$ cat config.mk
export PLATFORM = sky130hd
export DESIGN_NAME = xbar_plane
export DESIGN_NICKNAME = d
export VERILOG_FILES = /design/src/rtl/xbar_plane.sv
export SDC_FILE = /design/constraint.sdc
export NUM_CORES = 1
export LEC_CHECK = 0
export BUFFER_PORTS_ARGS = -buffer_cell sky130_fd_sc_hd__buf_2
export CORE_AREA = 3 3 117 119
export CTS_BUF_LIST = sky130_fd_sc_hd__clkbuf_8
export CTS_CLUSTER_DIAMETER = 30
export CTS_CLUSTER_SIZE = 20
export DETAILED_ROUTE_END_ITERATION = 16
export DIE_AREA = 0 0 120 122
export GPL_ROUTABILITY_DRIVEN = 0
export PLACE_DENSITY = 0.56
export SYNTH_ARGS = -nofsm -noshare
export SYNTH_HDL_FRONTEND = slang
export SYNTH_SLANG_ARGS = --single-unit
$ cat constraint.sdc
create_clock -name clk_i -period 8.1 [get_ports clk_i]
set_input_delay 1.62 -clock clk_i [delete_from_list [all_inputs] [get_ports clk_i]]
set_output_delay 1.62 -clock clk_i [all_outputs]
set_load 0.01 [all_outputs]
$ cat src/rtl/xbar_plane.sv
module xbar_plane #(
  parameter int NPROC = 4,
  parameter int NMEM  = 16
) (
  input  logic                              clk_i,
  input  logic                              rst_ni,
  input  logic                              phase_i,
  input  logic [NPROC-1:0]                  mode_i,
  input  logic [NPROC-1:0]                  rw_i,
  input  logic [NPROC-1:0]                  din_i,
  input  logic [NPROC*$clog2(NMEM)-1:0]     route_i,
  output logic [NPROC-1:0]                  dout_o,
  output logic [NPROC-1:0]                  clash_o,
  output logic [NPROC-1:0]                  blocked_o,
  input  logic [NMEM-1:0]                   mem_in_i,
  output logic [NMEM-1:0]                   mem_out_o,
  output logic [NMEM-1:0]                   mem_oe_o
);
  localparam int AW = $clog2(NMEM);

  logic [NPROC-1:0][AW-1:0] addr_q;
  logic [NPROC-1:0]         conn_q, lock_q, active;
  logic [NMEM-1:0]          busy, wr_or, rd_any, sel;

  assign active = conn_q & ~mode_i;

  always_comb begin
    busy   = '0;
    wr_or  = '0;
    rd_any = '0;
    sel    = '0;
    for (int m = 0; m < NMEM; m++) begin
      for (int p = 0; p < NPROC; p++) begin
        if (addr_q[p] == AW'(m)) begin
          if (conn_q[p]) busy[m] = 1'b1;
          if (active[p]) begin
            sel[m] = 1'b1;
            if (rw_i[p]) rd_any[m] = 1'b1;
            else         wr_or[m]  = wr_or[m] | din_i[p];
          end
        end
      end
    end
  end

  assign mem_oe_o  = sel & ~({NMEM{phase_i}} & rd_any);
  assign mem_out_o = wr_or & mem_oe_o;

  for (genvar p = 0; p < NPROC; p++) begin : g_port
    logic line_val;
    assign line_val     = rw_i[p] ? mem_in_i[addr_q[p]] : wr_or[addr_q[p]];
    assign dout_o[p]    = active[p] & phase_i & line_val;
    assign clash_o[p]   = active[p] & ~rw_i[p] & (din_i[p] != wr_or[addr_q[p]]);
    assign blocked_o[p] = lock_q[p];

    always_ff @(posedge clk_i) begin
      if (!rst_ni) begin
        addr_q[p] <= '0;
        conn_q[p] <= 1'b0;
        lock_q[p] <= 1'b0;
      end else if (mode_i[p]) begin
        addr_q[p] <= route_i[p*AW +: AW];
        conn_q[p] <= 1'b0;
        lock_q[p] <= 1'b0;
      end else if (!conn_q[p] && !lock_q[p]) begin
        if (busy[addr_q[p]]) lock_q[p] <= 1'b1;
        else                 conn_q[p] <= 1'b1;
      end
    end
  end
endmodule


==> results by group, run 1 <==
Status
  – Outcome: complete, no violations

Clock network
  – Clock Tree Buf Depth: 2
  – Sink Count: 24
  – Post-cts sizing count: 0
  – Setup Buffers After CTS: 0
  – Total CTS buffers: 3
  – Hold_buf cts: 0
  – Clock Latency Late Sink: 0.27 ns
  – H-tree depth: 1
  – Clock-pin slew on the worst setup and hold paths: about 0.080 ns
  – CTS Root Buffer Type: clkbuf_8
  – CTS tree: built

Setup path
  – Largest stage delay, worst path: around 0.81 ns
  – Buf/Inv on CP: 2
  – Top delay family on crit path: simple AND/OR/NAND/NOR gates
  – Crit path top cell by count: buf_2
  – Slowest-stage cell, CP: a221oi_1
  – Worst-path fanout max: 16
  – Worst endpoint data arrival time: 4.72 ns
  – Startpoint Class: input pin
  – CP Capture Type: primary output
  – CP cell instances: buf_2 -> nand2b_1 -> nor3_1 -> a221oi_1 -> o22ai_1 -> nor4_1 -> nand4_1 -> o2111a_1 -> buf_2
  – Kind of critical path: input pin to primary output
  – CP required: 6.48 ns

Placed design
  – HPWL Detailed: roughly 17 mm
  – Area post-placement: 0.00548 mm^2
  – Input/output buffers: 90

Power
  – Pwr dens: between 80 and 90 mW/mm^2
  – Seq pwr share: a little under a third
  – Final Total Pwr: approximately 450 uW
  – Combinational power share: a little over half
  – Internal power: ~250 uW
  – VDD IR max: 0.0897 mV
  – Switching power total: about 200 uW
  – P_leak: around 1.9 nW
  – Clk pwr share: between 10% and 20%
  – Net Sw Frac: 44.7%

Cells and area
  – Final core occ: between 40% and 50%
  – Design Area, Final: ~0.0055 mm^2
  – Share of cells above drive strength 1: about a quarter
  – Final #Nets: between 700 and 800
  – Antenna diodes: 0
  – Synthesis-to-finish area growth: 9.46%
  – Commonest non-fill, non-tap cells in the layout: 91 x o22ai_1, 90 x buf_2, 56 x nor2_1
  – Most common cell after layout, fill and taps aside: o22ai_1

Floorplanning
  – IO Pins: a little over 90
  – Die area: 0.0146 mm^2
  – Rows: 41
  – CORE AREA: 0.0127 mm^2
  – Initial Utilization: around two fifths
  – Die Height: about 120 um
  – Die width: between 100 and 150 um

Timing
  – Final Max Tran Viols: 0
  – RSZ-0062 raised after global routing: no
  – Final min period: approximately 6.3 ns
  – Clock skew: 0.00317 ns
  – Tcrit/Tclk final: between 70% and 80%
  – Final setup TNS: 0 ns
  – Final Hold Fails: 0
  – Setup violations, final: 0
  – Worst relative slew slack: about 31%
  – Fmax: 0.158 GHz
  – Tightest Pin Transition: approximately 1.0 ns

Global routing
  – Global route overflow: 0
  – Pin count of the biggest net entering global routing: 36
  – Vias in the first global route: 6202
  – First-pass GRT wire length: between 30 and 40 mm
  – Total track usage: a little under a third
  – Initial antenna violation count: 0

Drt
  – DR vias: roughly 6500
  – WL met2: a little under 10 mm
  – Residual DRC: 0
  – Met3 wire len: 3.44 mm
  – Vias per cell: roughly 7.6
  – Starting DRT DRC Count: approximately 1400
  – DRT Pass-1 Iters: 8
  – Drt total wl: 23.5 mm
  – Met1 Routed Length: 9.02 mm
  – ANT nets after route: 0
  – Post-DR wirelength/cell: roughly 27 um
  – Top Layer Used: met4

Synth
  – Syn. warnings: 0
  – Synth area leaders: mux4_2 13%, o22ai_1 11%, dfxtp_1 9.5%
  – Post-synthesis sequential area ratio: 9.53%
  – Synth Area per Inst: around 7.8 um^2
  – Synth top area share: about an eighth
  – Synth Cell Area: between 0.005 and 0.006 mm^2
  – Post-Synthesis Cells: 645
  – Synthesized flop and latch total: 24
  – Syn nets: slightly below 700
  – Post-synth ARST share: 0%
  – Post-synth EDFFs: 0
  – Main flop type after synthesis: dfxtp_1
  – Dominant cell type by area after synthesis: mux4_2
  – Number of distinct library cells after synthesis: 72

Job
  – Max-cap violation count: 0

Worst hold path
  – Worst min path class: register to register
==> cell families (layout without fill, tap and decap cells) <==
logic type	Yosys count	in the layout	synth area share, %
buffers and inverters	85	124	7.92
DFF	24	24	9.53
AOI/OAI and AO/OA	201	201	28.5
and+or+nand+nor	276	276	35.1
muxes	59	59	18.9
==> cells in the mapped netlist, types with 6 or more instances <==
master	number
inv_1	14
nor2b_1	26
nand2b_1	17
buf_2	27
o22a_1	12
mux4_2	29
nand4b_1	16
or4bb_1	6
dfxtp_1	24
o21a_1	14
o22ai_1	91
nand2_1	32
nand3_1	20
clkbuf_1	30
mux2i_1	29
o221ai_1	11
o21ai_0	20
nor2_1	56
and3_1	6
nor3_1	8
a211oi_1	6
or2_2	7
nand4bb_1	14
nor3b_1	6
or4b_1	6
nand4_1	16
nor4_1	8
==> layout make-up <==
| class | count | area [um^2] |
|---|---|---|
| Clock buffer | 3 | 41.3 |
| Fill cell | 1301 | 7150 |
| Inverter | 17 | 63.8 |
| Multi-Input combinational cell | 536 | 4160 |
| Sequential cell | 24 | 480 |
| Tap cell | 172 | 215 |
| Timing Repair Buffer | 104 | 556 |
==> sequential cells by signal, indices dropped and copies added (netlist names) <==
signal,cells
addr_q,16
blocked_o,4
conn_q,4
==> worst min-delay path, delay by kind of cell, from the launching register on <==
family	cells	cell delay, ns
buf+inv	1	0.06
flops	1	0.32
compound gates	1	0.06
==> routing by layer <==
layer / track usage, % / vias up
li1: - / 2676
met1: 41.1 / 3058
met2: 46.4 / 668
met3: 8.96 / 135
met4: 12.3 / 0
met5: 0 / -
==> worst paths after layout <==
| kind | endpoint | from | slack (ns) | cells after the start |
|---|---|---|---|---|
| worst min register to register | blocked_o[2] | blocked_o[2] | 0.48 | 2 |
| worst min-delay path | blocked_o[2] | blocked_o[2] | 0.48 | 2 |
| worst max-delay path | dout_o[0] | mode_i[2] | 1.76 | 9 |
| worst max register to register | blocked_o[1] | addr_q[10] | 4.87 | 6 |
==> power by group through the flow <==
stage / clock network [mW] / registers, mW / logic [mW]
floorplan: 0 / 0.136 / 0.160
global placement: 0 / 0.144 / 0.223
detailed placement: 0 / 0.145 / 0.226
CTS: 0.0734 / 0.142 / 0.226
global route: 0.0787 / 0.144 / 0.246
finish: 0.0720 / 0.143 / 0.236
==> stage by stage <==
step                hold slack, ns  cells  setup WS (ns)
finish                       0.484    856           1.76
CTS                          0.485    856           1.90
detailed placement           0.465    853           1.91
floorplan                    0.488    645           2.86
global route                 0.522    856           1.68
global placement             0.465    853           2.05
No activity file was read; power rests on OpenSTA's default activity.
==> run 2, diff against run 1 <==
--- a/config.mk
+++ b/config.mk
@@ -13,7 +13,7 @@
 export DETAILED_ROUTE_END_ITERATION = 16
 export DIE_AREA = 0 0 120 122
 export GPL_ROUTABILITY_DRIVEN = 0
-export PLACE_DENSITY = 0.56
+export PLACE_DENSITY = 0.59
 export SYNTH_ARGS = -nofsm -noshare
 export SYNTH_HDL_FRONTEND = slang
 export SYNTH_SLANG_ARGS = --single-unit
==> constraint.sdc (replaced) <==
create_clock -name clk_i -period 5.62 [get_ports clk_i]
set_input_delay 1.124 -clock clk_i [delete_from_list [all_inputs] [get_ports clk_i]]
set_output_delay 1.124 -clock clk_i [all_outputs]
set_load 0.01 [all_outputs]
==> run 2 against run 1 <==
Die area unchanged. First-iteration DRC count about the same. Sequential share of layout area shrank 0.082 points. Power grew 43%. Critical path depth unchanged. Utilization rose by 0.41 points. Wire length shrank 3.6%. Sequential power rose by 64%. Largest cell class unchanged.
==> results by group, run 2 (synthesis gave the netlist of run 1 again) <==
Setup path
  – CP cell instances: buf_2 -> nand4bb_1 -> o22ai_1 -> a311oi_1 -> nor2_1 -> nor4_1 -> nand4_1 -> o2111a_1 -> buf_2
  – Buf/Inv on CP: 2 (unchanged)
  – Startpoint Class: input pin
  – Worst endpoint data arrival time: 3.94 ns (-0.78 ns)
  – Kind of critical path: input pin to primary output
  – CP required: 4.50 ns (-1.98 ns)
  – Slowest-stage cell, CP: a311oi_1
  – Top delay family on crit path: simple AND/OR/NAND/NOR gates
  – CP Capture Type: primary output
  – Largest stage delay, worst path: 0.63 ns (-0.18 ns)
  – Worst-path fanout max: 14 (-2)
  – Crit path top cell by count: buf_2

Timing
  – Tcrit/Tclk final: 90.1%
  – Setup WS post-layout: 0.554 ns (-1.21 ns)
  – WHS: 0.487 ns (+0.00333 ns)
  – Fmax: a little under 0.2 GHz
  – Final Max Tran Viols: 0 (unchanged)
  – Final Hold Fails: 0 (unchanged)
  – Final min period: 5.07 ns
  – Tightest Pin Transition: 1.07 ns (+0.0373 ns)
  – RSZ-0062 raised after global routing: no
  – Final setup TNS: 0 ns (unchanged)
  – Worst relative slew slack: 28.8% (-2.5 points)
  – Clock skew: 0.00274 ns (-0.000429 ns)
  – Setup violations, final: 0 (unchanged)

Drt
  – ANT nets after route: 0 (unchanged)
  – Starting DRT DRC Count: 1369 (+0.073%)
  – DRT Pass-1 Iters: 7 (-1)
  – Vias per cell: 7.52 (-1.5%)
  – DR vias: 6489 (-0.73%)
  – Drt total wl: 22.7 mm (-3.6%)
  – Post-DR wirelength/cell: 26.2 um (-4.4%)
  – Residual DRC: 0 (unchanged)

Global routing
  – Pin count of the biggest net entering global routing: 27 (-25%)
  – Vias in the first global route: 6133 (-1.1%)
  – First-pass GRT wire length: 35.1 mm (-1.7%)
  – Initial antenna violation count: 0 (unchanged)
  – Total track usage: 29.9% (-0.73 points)
  – Global route overflow: 0 (unchanged)

Floorplanning
  – Die Height: 122 um (unchanged)
  – CORE AREA: 0.0127 mm^2 (unchanged)
  – Rows: 41 (unchanged)
  – Die area: 0.0146 mm^2 (unchanged)
  – Die width: 120 um (unchanged)
  – Initial Utilization: 39.8% (unchanged)
  – IO Pins: 91 (unchanged)

Power
  – Pwr dens: 116 mW/mm^2 (+42%)
  – P_leak: 1.91 nW (+1.5%)
  – Final Total Pwr: 646 uW (+43%)
  – VDD IR max: 0.127 mV (+41%)

Clock network
  – Hold_buf cts: 0 (unchanged)
  – Sink Count: 24 (unchanged)
  – CTS Root Buffer Type: clkbuf_8
  – Clock Latency Late Sink: 0.26 ns (about the same)
  – Clock Tree Buf Depth: 2 (unchanged)
  – Clock-pin slew on the worst setup and hold paths: 0.08 ns (about the same)
  – Post-cts sizing count: 0 (unchanged)
  – H-tree depth: 1 (unchanged)
  – Total CTS buffers: 3 (unchanged)
  – Setup Buffers After CTS: 0 (unchanged)
  – CTS tree: built

Status
  – Outcome: complete, no violations

Cells and area
  – Most flops, register: addr_q
  – Antenna diodes: 0 (unchanged)
  – Most common cell after layout, fill and taps aside: o22ai_1
  – Max reg flops: 16 (unchanged)
  – Register area: 480 um^2 (unchanged)
  – Synthesis-to-finish area growth: 10.5%
  – Commonest non-fill, non-tap cells in the layout: 91 x o22ai_1, 90 x buf_2, 56 x nor2_1
  – Multi-input gate area: 0.00416 mm^2 (unchanged)
  – Share of cells above drive strength 1: 24.7% (+0.77 points)
  – Filler cells: 1303 (+0.15%)
  – Design Area, Final: 0.00557 mm^2 (+0.95%)
  – Final #Nets: 740 (+0.95%)

Placed design
  – HPWL Detailed: 16.7 mm (+1.1%)
  – Dpl ws: 0.692 ns (-1.21 ns)
  – Input/output buffers: 90 (unchanged)
  – Area post-placement: 0.00553 mm^2 (+0.96%)

Job
  – Max-cap violation count: 0 (unchanged)

Worst hold path
  – Worst min path class: register to register
[run 2: cell count changes in the layout (fill, tap and decap cells not counted)]
cell and delta:
buf_4 +7
[run 2: layer usage]
layer	vias up	part of all wire, %	wire length [um]	GRT usage [%]
met5	-	0	0	0
met4	0	5.6	1280	15.4
met3	135	14	3280	7.52
met2	629	42	9470	43.7
met1	3028	38	8620	40.8
li1	2697	-	-	-
[run 2: per-stage QoR]
| step | cells | util (%) |
|---|---|---|
| after CTS | 863 | 44.0 |
| after global routing | 863 | 44.0 |
| after global placement | 860 | 43.6 |
| final | 863 | 44.0 |
| after floorplan | 645 | - |
| after detailed placement | 860 | 43.6 |
[run 2: worst paths after layout]
kind / startpoint / end / slack [ns] / depth (start not counted)
max: mode_i[3] / dout_o[3] / 0.55 / 9
min: blocked_o[2] / blocked_o[2] / 0.49 / 2
max reg2reg: addr_q[5] / conn_q[2] / 2.31 / 8
min reg2reg: blocked_o[2] / blocked_o[2] / 0.49 / 2
[run 2: worst min-delay path, stage by stage, from the launching register on]
cell	delay, ns
dfxtp_1	0.32
inv_1	0.07
a21oi_1	0.06
[run 2: power breakdown]
| group | total (mW) | internal [mW] | switching, mW | leakage, nW |
|---|---|---|---|---|
| clock | 0.101 | 0.0479 | 0.0535 | 0.0216 |
| sequential | 0.235 | 0.182 | 0.0529 | 0.198 |
| combinational | 0.309 | 0.131 | 0.178 | 1.69 |
| total | 0.646 | 0.361 | 0.284 | 1.91 |
[run 2: cell type report]
cell class	count	share of cell area [%]
tap	172	3.86
timing repair buffer	111	10.9
multi-input combinational	536	74.7
sequential	24	8.63
clock buffer	3	0.741
inverter	17	1.15
